<file path="config.mk">
export PLATFORM = sky130hd
export DESIGN_NAME = fwd_unit
export DESIGN_NICKNAME = d
export VERILOG_FILES = /design/src/rtl/fwd_pkg.sv /design/src/rtl/fwd_operand_sel.sv /design/src/rtl/fwd_load_hazard.sv /design/src/rtl/fwd_unit.sv
export SDC_FILE = /design/constraint.sdc
export NUM_CORES = 1
export LEC_CHECK = 0
export ABC_CLOCK_PERIOD_IN_PS = 4000
export BUFFER_PORTS_ARGS = -buffer_cell sky130_fd_sc_hd__buf_2
export CORE_UTILIZATION = 25
export DETAILED_ROUTE_END_ITERATION = 12
export GPL_TIMING_DRIVEN = 0
export SLEW_MARGIN = 20
export SYNTH_ARGS = -nofsm -noshare
export SYNTH_HDL_FRONTEND = slang
export SYNTH_SLANG_ARGS = --single-unit
</file>
<file path="constraint.sdc">
create_clock -name vclk -period 4
set_clock_uncertainty 0.2 [all_clocks]
set_input_delay 0.2 -clock vclk [all_inputs]
set_output_delay 0.2 -clock vclk [all_outputs]
set_load 0.02 [all_outputs]
</file>
<file path="src/rtl/fwd_pkg.sv">
package fwd_pkg;

    localparam int REG_AW   = 5;
    localparam int NUM_PROD = 3;   // EX, MEM, WB in priority order
    localparam int NUM_SRC  = 2;   // rs, rt
    localparam int SEL_W    = $clog2(NUM_PROD + 1);
    localparam int LOAD_WIN = 2;   // stages whose load data is not yet available

    typedef logic [REG_AW-1:0] reg_idx_t;

    typedef enum logic [SEL_W-1:0] {
        SEL_RF  = 2'd0,
        SEL_EX  = 2'd1,
        SEL_MEM = 2'd2,
        SEL_WB  = 2'd3
    } fwd_sel_e;

    typedef struct packed {
        reg_idx_t dst;
        logic     wr;
        logic     load;
    } producer_t;

    // True when a producer writes a nonzero register equal to the source.
    function automatic logic producer_hits(producer_t p, reg_idx_t src);
        return p.wr && (p.dst == src) && (p.dst != '0);
    endfunction

endpackage

</file>
<file path="src/rtl/fwd_operand_sel.sv">
module fwd_operand_sel
    import fwd_pkg::*;
(
    input  reg_idx_t                 src_reg,
    input  producer_t [NUM_PROD-1:0] prods,
    output fwd_sel_e                 sel
);

    logic [SEL_W-1:0] pick;

    // Walk from oldest to newest so the newest match overrides.
    always_comb begin
        pick = '0;
        for (int i = NUM_PROD - 1; i >= 0; i--) begin
            if (producer_hits(prods[i], src_reg))
                pick = SEL_W'(i + 1);
        end
    end

    assign sel = fwd_sel_e'(pick);

    always_comb begin
        // source 0 is always served by the register file
        if (src_reg == '0)
            a_r3_zero_never_forwarded: assert (sel == SEL_RF);
        // an EX writer that matches takes precedence over older stages
        if (prods[0].wr && prods[0].dst == src_reg && src_reg != '0)
            a_r4_ex_wins: assert (sel == SEL_EX);
        // a WB select requires a WB writer to that register
        if (sel == SEL_WB)
            a_r2_wb_needs_write: assert (prods[2].wr && prods[2].dst == src_reg);
    end

endmodule

</file>
<file path="src/rtl/fwd_load_hazard.sv">
module fwd_load_hazard
    import fwd_pkg::*;
(
    input  reg_idx_t  [NUM_SRC-1:0]  srcs,
    input  producer_t [NUM_PROD-1:0] prods,
    output logic                     hazard
);

    logic [LOAD_WIN-1:0][NUM_SRC-1:0] hit_mx;

    genvar gs, gp;
    generate
        for (gp = 0; gp < LOAD_WIN; gp++) begin : g_stage
            for (gs = 0; gs < NUM_SRC; gs++) begin : g_src
                assign hit_mx[gp][gs] = prods[gp].load
                                      && producer_hits(prods[gp], srcs[gs]);
            end
        end
    endgenerate

    assign hazard = |hit_mx;

    always_comb begin
        // a matching load in MEM must stall
        if (prods[1].load && prods[1].wr && prods[1].dst != '0
            && (prods[1].dst == srcs[0] || prods[1].dst == srcs[1]))
            a_r7_mem_load_stalls: assert (hazard);
        // no load inside the window means no stall
        if (!prods[0].load && !prods[1].load)
            a_r10_no_load_no_stall: assert (!hazard);
    end

endmodule

</file>
<file path="src/rtl/fwd_unit.sv">
module fwd_unit
    import fwd_pkg::*;
(
    input  logic [4:0] id_rs,
    input  logic [4:0] id_rt,
    input  logic [4:0] ex_dst,
    input  logic       ex_wr,
    input  logic       ex_load,
    input  logic [4:0] mem_dst,
    input  logic       mem_wr,
    input  logic       mem_load,
    input  logic [4:0] wb_dst,
    input  logic       wb_wr,
    input  logic       wb_load,
    output logic [1:0] sel_rs,
    output logic [1:0] sel_rt,
    output logic       stall,
    output logic       pc_we,
    output logic       ifid_we,
    output logic       ex_bubble
);

    producer_t [NUM_PROD-1:0] prods;
    reg_idx_t  [NUM_SRC-1:0]  srcs;
    fwd_sel_e  [NUM_SRC-1:0]  sels;
    logic                     hazard;

    assign prods[0] = '{dst: ex_dst,  wr: ex_wr,  load: ex_load};
    assign prods[1] = '{dst: mem_dst, wr: mem_wr, load: mem_load};
    assign prods[2] = '{dst: wb_dst,  wr: wb_wr,  load: wb_load};
    assign srcs[0]  = id_rs;
    assign srcs[1]  = id_rt;

    genvar g;
    generate
        for (g = 0; g < NUM_SRC; g++) begin : g_operand
            fwd_operand_sel u_sel (
                .src_reg (srcs[g]),
                .prods   (prods),
                .sel     (sels[g])
            );
        end
    endgenerate

    fwd_load_hazard u_haz (
        .srcs   (srcs),
        .prods  (prods),
        .hazard (hazard)
    );

    assign sel_rs    = sels[0];
    assign sel_rt    = sels[1];
    assign stall     = hazard;
    assign pc_we     = !hazard;
    assign ifid_we   = !hazard;
    assign ex_bubble = hazard;

    always_comb begin
        // a stall freezes fetch and decode and issues a bubble
        a_r9_stall_controls: assert (stall ? (!pc_we && !ifid_we && ex_bubble)
                                           : (pc_we && ifid_we && !ex_bubble));
        // a matching load in EX must stall
        if (ex_load && ex_wr && ex_dst != '0 && (ex_dst == id_rs || ex_dst == id_rt))
            a_r8_ex_load_stalls: assert (stall);
    end

endmodule

</file>
# After elaboration in Yosys (flattened, before gate mapping)

Cells that the tools add are included.

Eq/ne operators: 6
Reduce and logical (&&, ||, !) cells: 21
Multiplexer cells: 6

Operators by type and width:

| kind                | count |
|---|---|
| equality test 5 bit | 6 |
| logical AND 1 bit   | 16 |
| nonzero test 5 bit  | 3 |
| two-way mux 2 bit   | 6 |
| OR reduction 4 bit  | 1 |
| zero test 1 bit     | 1 |

Register bits: 0
Logic and storage cells: 33

# Logic depth before layout (Yosys ltp)

Gate-level depths: netlist of run 1.

Depth in word-level cells: 6
Depth in mapped cells: 6
Mapped depth without buffers: 5

# Modules after synthesis

A second synthesis of run 1 with hierarchy kept.

Cells, all modules: 104
Area, all modules: 754.5 um^2

Modules (own cells, without submodules):

| module          | instances | sequential area each (um^2) | area each (um^2) | cells each |
|---|---|---|---|---|
| fwd_operand_sel | 2         | 0.0                         | 230.2            | 33 |
| fwd_load_hazard | 1         | 0.0                         | 275.3            | 35 |
| fwd_unit        | 1         | 0.0                         | 18.8             | 3 |

# Worst setup path after synthesis of run 1

No wires, ideal clock.

Path kind: input-to-output
Start point: in mem_dst[1]
End point: out pc_we
Path buffers: 1
Required time: 3600 ps
Stages on the path: 4
Arrival: 1655 ps
Path slack: 1945 ps
Cells stage by stage: or4_1 o21a_1 a31oi_1 buf_4

Longest elaborated chain between the ends: 6

Ends and longest elaborated chain:

| item                            | RTL line              | RTL |
|---|---|---|
| from (decl)                     | fwd_unit.sv:9         | `input logic [4:0] mem_dst,` |
| equality test 5 bit             | fwd_pkg.sv:26         | `return p.wr && (p.dst == src) && (p.dst != '0);` |
| logical AND 1 bit (2 in series) | fwd_pkg.sv:26         |  |
| logical AND 1 bit               | fwd_load_hazard.sv:16 | `&& producer_hits(prods[gp], srcs[gs]);` |
| OR reduction 4 bit *            | fwd_load_hazard.sv:21 | `assign hazard = \|hit_mx;` |
| zero test 1 bit *               | -                     |  |
| to (decl)                       | fwd_unit.sv:18        | `output logic pc_we,` |

Mark *: on every way between the ends. The rest lies on a longest branch, timed or not.

# Worst setup path in the final report of run 1

Start point: in mem_dst[1]
End point: out stall

Longest elaborated chain between the ends: 5

Ends and longest elaborated chain:

| item                            | RTL line              | RTL |
|---|---|---|
| equality test 5 bit             | fwd_pkg.sv:26         |  |
| logical AND 1 bit (2 in series) | fwd_pkg.sv:26         |  |
| logical AND 1 bit               | fwd_load_hazard.sv:16 |  |
| OR reduction 4 bit *            | fwd_load_hazard.sv:21 |  |
| to (decl)                       | fwd_unit.sv:17        | `output logic stall,` |

Marks and branches as above.

==> metrics.txt, run 1 <==
Worst-Margin Slew=0.274 ns; Area growth syn-to-layout=44.7%; First-pass DRT Iterations=4; type of the tightest min-delay check=in -> out; DRC viols=0; number of port buffers=38; cell area after synthesis=495 um2; number of clock buffer instances in the layout=0; Peak supply drop=0.0278 mV; Storage cell area=0 um2; Slew Limit Headroom=0.816; number of DRC markers in iteration 0=13; antenna violations before repair=0; fmax=495 MHz; Layout Cells excl Fill=129; drt wl/cell=12.3 um; required time of the worst setup path=3.60 ns; final sequential cell count=0; vias in the first global route=520; ranking of synthesized cells by area=xor2_1 (32%), xnor2_1 (21%), nand3_1 (4.0%); maxcap violations=0; pin count of the biggest net entering global routing=6; full die area=2160 um2; Min-Delay Startpoint=mem_load; Post-CTS Setup Repair Bufs=0; final count of negative-setup-slack endpoints=0; post-synthesis cell count=66; number of diodes=0; drt total wl=1590 um; cell type with the highest aggregate area in the netlist=xor2_1; first element of the critical path=mem_dst[1]; Final Total Pwr=0.0000742 W; Routed Antenna Nets=0; Unique masters post-synth=21; GRT Util Overall=0.142; Crit path largest cell delay=0.57 ns; post-synthesis net count=97; Critical-path top delay cell=or4_1; accumulated negative setup slack=0 ns; floorplan die width=46.5 um; detailed placer's ending HPWL=1410 um; CP most frequent cell=buf_2; vias=625; vias per inst=4.84; standard-cell row count=15; Setup Crit Path Kind=in -> out; PostCTS Resize Cnt=0; list of cells traversed by the critical path=buf_2, or4_1, o21a_1, a31o_1, buf_4, buf_2; final period utilization=0.505; first-pass GRT wire length=2230 um; result of the run=finished clean; Seq/Total Area, Yosys=0; Cell Pwr Density=104 nW/um2; Synth Area per Inst=7.51 um2; number of warnings issued by yosys=0; share of Yosys cell area claimed by the top area cell type=0.318; final-stage net count=137; Chip Height=46.5 um; Final Hold Violating Endpoints=0; RSZ-0062 raised after global routing=false; final estimated routing congestion in global placement=0.757; Final Max Tran Viols=0; global route total overflow=0; leakage power=0.322 nW; endpoint type of the worst setup path=output port; time the worst path needs with I/O delays and setup=2.02 ns; hold-fix buffers at CTS=0; critical path fanouts, max=4; post-placement cell count=129; Std-Cell Core Area=1780 um2; Arrival @ worst endpoint=1.62 ns; number of I/O pins=39; share of final-layout standard cells stronger than drive strength 1=0.433; startpoint kind of the worst setup timing path=primary input; initial core utilization=0.278
placed cells by master (no fill, tap or decap):
cell,Yosys,final
nor2_1,4,4
o21ai_4,1,1
o22ai_1,2,2
xor2_1,18,18
nand3_1,4,4
nand2_1,1,1
o21a_1,1,1
a21oi_1,2,2
nor3_1,4,4
inv_1,1,1
or4_1,2,2
nand3_2,2,2
a31o_1,1,1
a211oi_2,1,1
or4_4,1,1
nand4_1,2,2
o21ai_1,2,2
buf_4,2,2
a31oi_1,1,1
xnor2_1,12,12
buf_2,0,38
nor4_1,2,2
stage by stage:
step                instance area [um2]  utilization  hold slack, ns  worst slack [ns]
floorplan                           495            -           0.383              1.94
global placement                    717        0.402           0.527              2.00
detailed placement                  717        0.402           0.523              1.98
CTS                                 717        0.402           0.524              1.98
global route                        717        0.402           0.549              1.93
finish                              717        0.402           0.522              1.98
metal layers:
| metal | vias up | global-route usage | share of wire |
|---|---|---|---|
| li1 | 314 | - | - |
| met1 | 281 | 0.202 | 0.47 |
| met2 | 30 | 0.250 | 0.45 |
| met3 | 0 | 0 | 0.073 |
| met4 | 0 | 0 | 0 |
| met5 | - | 0 | 0 |
synth_stat cells (all sizes together):
cell,count
a31oi,1
xnor2,12
o21ai,3
nand4,2
o21a,1
nand2,1
xor2,18
o22ai,2
a21oi,2
a31o,1
inv,1
a211oi,1
nor4,2
buf,2
or4,3
nor2,4
nand3,6
nor3,4
final cells by class:
cell class	count	area [um2]
well taps	25	31.3
fillers	192	1070
inverters	1	3.75
multi-input cells	63	477
plain buffers	2	15.0
repair buffers	38	190
where the power goes:
group | switching [W] | internal (W)
sequential | 0 | 0
combinational | 0.0000403 | 0.0000339
clock | 0 | 0
total | 0.0000403 | 0.0000339
cell families (layout without fill, tap and decap cells):
logic type             after synthesis  after routing  synth area share
XOR/XNOR                            30             30             0.530
AND/OR/NAND/NOR                     22             22             0.263
buffers and inverters                3             41            0.0379
AO/OA/AOI/OAI                       11             11             0.169
critical path: cells and delay by family:
family | cells | cell delay, ns
and+or+nand+nor | 1 | 0.57
AOI/OAI and AO/OA | 2 | 0.47
buffers and inverters | 3 | 0.39
path summary, 6_finish.rpt:
| path | end | depth (start not counted) | slack [ns] |
|---|---|---|---|
| max | stall | 6 | 1.98 |
| min | ifid_we | 3 | 0.52 |
(Power assumes the default switching activity.)
==> run 2: changes to the inputs <==
ABC_AREA = 1   (was default)
ABC_CLOCK_PERIOD_IN_PS = 1700   (was 4000)
clock period = 1.7 ns   (was 4 ns; I/O delays follow)
==> run 2 against run 1 <==
First-iteration DRC count grew 46%. Sequential cell count is the same. Non-clock buffer count is the same. Critical endpoint unchanged. Highest routed layer is now met4.
==> metrics.txt, run 2 <==
ranking of synthesized cells by area=nand2_1 (45%), inv_1 (11%), nand3_1 (8.8%) (was xor2_1 (32%), xnor2_1 (21%), nand3_1 (4.0%)); vias=1025 (was 625); RSZ-0062 raised after global routing=false (unchanged); result of the run=finished clean (unchanged); final-stage net count=245 (was 137); critical path fanouts, max=3 (was 4); most common cell in the synthesized netlist=nand2_1 (was xor2_1); Area growth syn-to-layout=31.1% (was 44.7%); vias per inst=4.22 (was 4.84); final count of negative-setup-slack endpoints=0 (unchanged); number of port buffers=38 (unchanged); accumulated negative setup slack=0 ns (unchanged); Post-CTS Setup Repair Bufs=0 (unchanged); Unique masters post-synth=14 (was 21); commonest non-fill, non-tap cell in the layout=nand2_1 (was buf_2); first-pass GRT wire length=3530 um (was 2230 um); final estimated routing congestion in global placement=0.843 (was 0.757); drt total wl=2060 um (was 1590 um); global route total overflow=0 (unchanged); area of all placed cells without fillers=966 um2 (was 717 um2); number of I/O pins=39 (unchanged); cell types with the highest counts after synthesis=nand2_1 (88), inv_1 (21), nor2_1 (14) (was xor2_1 (18), xnor2_1 (12), nand3_1 (4), nor2_1 (4), nor3_1 (4)); floorplan die width=56.3 um (was 46.5 um); area taken by multi-input logic gates=591 um2 (was 477 um2); Slew Limit Headroom=0.858 (was 0.816); Synth Area per Inst=4.24 um2 (was 7.51 um2); Cell Pwr Density=211 nW/um2 (was 104 nW/um2); time the worst path needs with I/O delays and setup=1.43 ns; post-synthesis cell count=174 (was 66); Arrival @ worst endpoint=1.15 ns (was 1.62 ns); First-pass DRT Iterations=4 (unchanged); Chip Height=56.3 um (was 46.5 um); Routed Antenna Nets=0 (unchanged); startpoint kind of the worst setup timing path=primary input (unchanged); fmax=698 MHz; Storage cell area=0 um2 (unchanged); endpoint type of the worst setup path=output port (unchanged); leakage power=0.680 nW (was 0.322 nW); detailed placer's ending HPWL=1910 um (was 1410 um); initial core utilization=0.265 (was 0.278); antenna violations before repair=0 (unchanged); required time of the worst setup path=1.41 ns (was 3.60 ns); filler instances=353 (was 192); share of Yosys cell area claimed by the top area cell type=0.448 (was 0.318); number of clock buffer instances in the layout=0 (unchanged); PostCTS Resize Cnt=0 (unchanged); instance area after placement=966 um2 (was 717 um2); post-synthesis net count=205 (was 97); final sequential cell count=0 (unchanged); DRC viols=0 (unchanged); cell area after synthesis=737 um2 (was 495 um2); GRT Util Overall=0.134 (was 0.142); pin count of the biggest net entering global routing=5 (was 6); Final Total Pwr=0.000204 W (was 0.0000742 W); standard-cell row count=19 (was 15); Std-Cell Core Area=2780 um2 (was 1780 um2); number of diodes=0 (unchanged); Setup Crit Path Kind=in -> out (unchanged); post-placement cell count=243 (was 129); cell type with the highest aggregate area in the netlist=nand2_1 (was xor2_1); maxcap violations=0 (unchanged); drt wl/cell=8.46 um (was 12.3 um); Seq/Total Area, Yosys=0 (unchanged); vias in the first global route=908 (was 520); Final Max Tran Viols=0 (unchanged); share of final-layout standard cells stronger than drive strength 1=0.316 (was 0.433); Final Hold Violating Endpoints=0 (unchanged); type of the tightest min-delay check=in -> out (unchanged); Layout Cells excl Fill=243 (was 129); number of warnings issued by yosys=0 (unchanged); leading cell types in the layout, fill and taps excluded=nand2_1 (88), buf_2 (38), inv_1 (21) (was buf_2 (38), xor2_1 (18), xnor2_1 (12)); Worst-Margin Slew=0.213 ns (was 0.274 ns); number of DRC markers in iteration 0=19 (was 13); final period utilization=0.843; hold-fix buffers at CTS=0 (unchanged); Peak supply drop=0.0848 mV (was 0.0278 mV); full die area=3170 um2 (was 2160 um2)
==> run 2: cell families (layout without fill, tap and decap cells) <==
logic type             Yosys count  in the layout  share of synthesized area
buffers and inverters           37             75                      0.199
XOR/XNOR                         2              2                     0.0238
AND/OR/NAND/NOR                129            129                      0.727
AO/OA/AOI/OAI                    6              6                     0.0509
==> run 2: critical path, cell delays in order <==
cell	delay [ns]
buf_2	0.11
inv_1	0.11
nand3_1	0.08
nor2_1	0.15
nor2_1	0.08
nand2_2	0.09
nand2_1	0.05
nand2_1	0.06
nand2_1	0.06
buf_4	0.12
buf_2	0.15
==> run 2: stage by stage <==
step	hold WS (ns)	util	setup WS (ns)
after CTS	0.346	0.347	0.253
after floorplan	0.149	-	0.323
after global routing	0.416	0.347	0.0869
after global placement	0.346	0.347	0.275
final	0.343	0.347	0.267
after detailed placement	0.347	0.347	0.254
==> run 2: final timing paths <==
check	slack, ns	start	endpoint	cells after the start
setup / recovery	0.27	ex_dst[4]	stall	11
hold / removal	0.34	mem_load	ex_bubble	4
==> run 2: layout make-up <==
| cell class | instances | area share |
|---|---|---|
| multi-input cells | 137 | 0.611 |
| repair buffers | 38 | 0.197 |
| inverters | 35 | 0.136 |
| well taps | 31 | 0.0402 |
| plain buffers | 2 | 0.0155 |
==> run 2: layer usage <==
metal	vias up	global-route usage	routed length [um]
met5	-	0	0
met4	0	0.0139	21
met3	2	0.00691	88
met2	24	0.238	931
met1	414	0.183	1020
li1	585	-	-
==> run 2: power breakdown <==
group	switching, W	internal [W]
sequential	0	0
combinational	0.000124	0.0000796
clock	0	0
total	0.000124	0.0000796
==> run 3: changes to the inputs <==
ABC_CLOCK_PERIOD_IN_PS = 1400   (was 1700)
clock period = 1.4 ns   (was 1.7 ns; I/O delays follow)
==> run 3 against run 2 <==
Count of clock-buffer cells in the layout unchanged. Die area unchanged. Sequential share of layout area unchanged. Worst hold slack worse by 0.044 ns. Via count up 2.0%. Cell area up 18%. Non-clock buffer count up 1. Core utilization up 6.2 points. Critical path depth up 1. Highest routed layer unchanged.
==> metrics.txt, run 3 (synthesized netlist as in run 2, its figures left out) <==
switching power total=0.000172 W (was 0.000124 W); First-pass DRT Iterations=4 (unchanged); drt wl/cell=8.87 um (was 8.46 um); Cell Pwr Density=262 nW/um2 (was 211 nW/um2); number of DRC markers in iteration 0=20 (was 19); combinational power share=1.000 (about the same); Crit path largest cell delay=0.12 ns (was 0.15 ns); critical path fanouts, max=3 (unchanged); met2 WL=1030 um (was 931 um); Worst-Margin Slew=0.241 ns (was 0.213 ns); full die area=3170 um2 (unchanged); met3 routed wirelength=79 um (was 88 um); accumulated negative setup slack=0 ns (unchanged); floorplan die width=56.3 um (unchanged); Routed Antenna Nets=0 (unchanged); Std-Cell Core Area=2780 um2 (unchanged); final sequential cell count=0 (unchanged); Min-Delay Startpoint=ex_load (was mem_load); clock share of power=0 (about the same); type of the tightest min-delay check=in -> out (unchanged); global route total overflow=0 (unchanged); final period utilization=0.937; leakage power=0.707 nW (was 0.680 nW); Storage cell area=0 um2 (unchanged); drt total wl=2170 um (was 2060 um); Critical-path top delay cell=buf_6 (was nor2_1); highest routed layer=met4 (unchanged); area of all placed cells without fillers=1140 um2 (was 966 um2); share of final-layout standard cells stronger than drive strength 1=0.441 (was 0.316); Slew Limit Headroom=0.839 (was 0.858); Final Total Pwr=0.000298 W (was 0.000204 W); fin worst setup slack=0.0885 ns (was 0.267 ns); commonest non-fill, non-tap cell in the layout=nand2_1 (unchanged); Peak supply drop=0.116 mV (was 0.0848 mV); Setup Crit Path Kind=in -> out (unchanged); time the worst path needs with I/O delays and setup=1.31 ns; internal cell power=0.000126 W (was 0.0000796 W); first-pass GRT wire length=3560 um (was 3530 um); number of clock buffer instances in the layout=0 (unchanged); leading cell types in the layout, fill and taps excluded=nand2_1 (78), buf_2 (24), inv_2 (15) (was nand2_1 (88), buf_2 (38), inv_1 (21)); Seq pwr share=0 (about the same); initial core utilization=0.265 (unchanged); dpl ws=-0.0165 ns (was 0.254 ns); GRT Util Overall=0.135 (was 0.134); endpoint type of the worst setup path=output port (unchanged); final estimated routing congestion in global placement=0.843 (unchanged); required time of the worst setup path=1.13 ns (was 1.41 ns); Chip Height=56.3 um (unchanged); instance area after placement=966 um2 (unchanged); vias per inst=4.29 (was 4.22); Switching Share=0.576 (was 0.610); Final Max Tran Viols=0 (unchanged); number of diodes=0 (unchanged); list of cells traversed by the critical path=buf_6, inv_2, nand2_1, nand2_1, nand2_1, nor2_2, nand2_2, buf_6, inv_2, nor2_1, nor2_2, buf_6 (was buf_2, inv_1, nand3_1, nor2_1, nor2_1, nand2_2, nand2_1, nand2_1, nand2_1, buf_4, buf_2); startpoint kind of the worst setup timing path=primary input (unchanged); fmax=762 MHz; Area growth syn-to-layout=54.5% (was 31.1%); detailed placer's ending HPWL=1910 um (unchanged); maxcap violations=0 (unchanged); standard-cell row count=19 (unchanged); number of I/O pins=39 (unchanged); met1 layer wirelength in the final routing=1040 um (was 1020 um); vias in the first global route=914 (was 908); final count of negative-setup-slack endpoints=0 (unchanged); number of port buffers=38 (unchanged); result of the run=finished clean (unchanged); number of cells on the worst hold path=4 (unchanged); Arrival @ worst endpoint=1.04 ns (was 1.15 ns); final-stage net count=246 (was 245); pin count of the biggest net entering global routing=5 (unchanged); antenna violations before repair=0 (unchanged); DRC viols=0 (unchanged); Final Hold Violating Endpoints=0 (unchanged); hold-critical path endpoint=ex_bubble (unchanged); vias=1046 (was 1025)
## run 3: changes by cell type in the layout (fill, tap and decap cells not counted), sizes merged
| cell | before | now |
|---|---|---|
| buf | 40 | 41 |
## run 3: worst max-delay path by stage
stage                 to  slack [ns]  cells after the start        from
6_report       sel_rs[1]        0.09                     12  mem_dst[2]
5_1_grt            pc_we       -0.01                     11    id_rt[2]
4_1_cts            stall       0.001                     12  mem_dst[4]
3_5_place_dp       pc_we       -0.02                     10  mem_dst[4]
3_3_place_gp       pc_we       0.005                     10  mem_dst[4]
2_1_floorplan      pc_we        0.05                      8   ex_dst[0]
## run 3: final cells by class
| class | count | area, um2 |
|---|---|---|
| inverters | 35 | 146 |
| plain buffers | 2 | 15.0 |
| multi-input cells | 137 | 664 |
| well taps | 31 | 38.8 |
| fillers | 333 | 1640 |
| repair buffers | 39 | 274 |
## run 3: repair_timing
item,4_1_cts,5_1_grt
resized for setup,3,56
cloned,0,0
hold buffers,0,0
pin swaps,1,25
endpoints found under the setup margin,2,4
setup buffers,0,1
## run 3: stage by stage
stage	instances	util	hold WS, ns
final	244	0.409	0.299
after global routing	244	0.409	0.335
after CTS	243	0.352	0.316
after detailed placement	243	0.347	0.317
after global placement	243	0.347	0.316
after floorplan	174	-	0.119
## run 3: worst max-delay path: cells and delay by family
family	cells	cell delay [ns]
and+or+nand+nor	7	0.52
buffers and inverters	5	0.44
## run 3: metal layers
metal	vias up	global-route usage
li1	593	-
met1	430	0.185
met2	21	0.240
met3	2	0.00691
met4	0	0.0139
met5	-	0
## run 3: power groups by stage
stage / clock network [W] / registers (W) / logic (W)
after floorplan: 0 / 0 / 0.000150
after global placement: 0 / 0 / 0.000248
after detailed placement: 0 / 0 / 0.000249
after CTS: 0 / 0 / 0.000253
after global routing: 0 / 0 / 0.000333
final: 0 / 0 / 0.000298
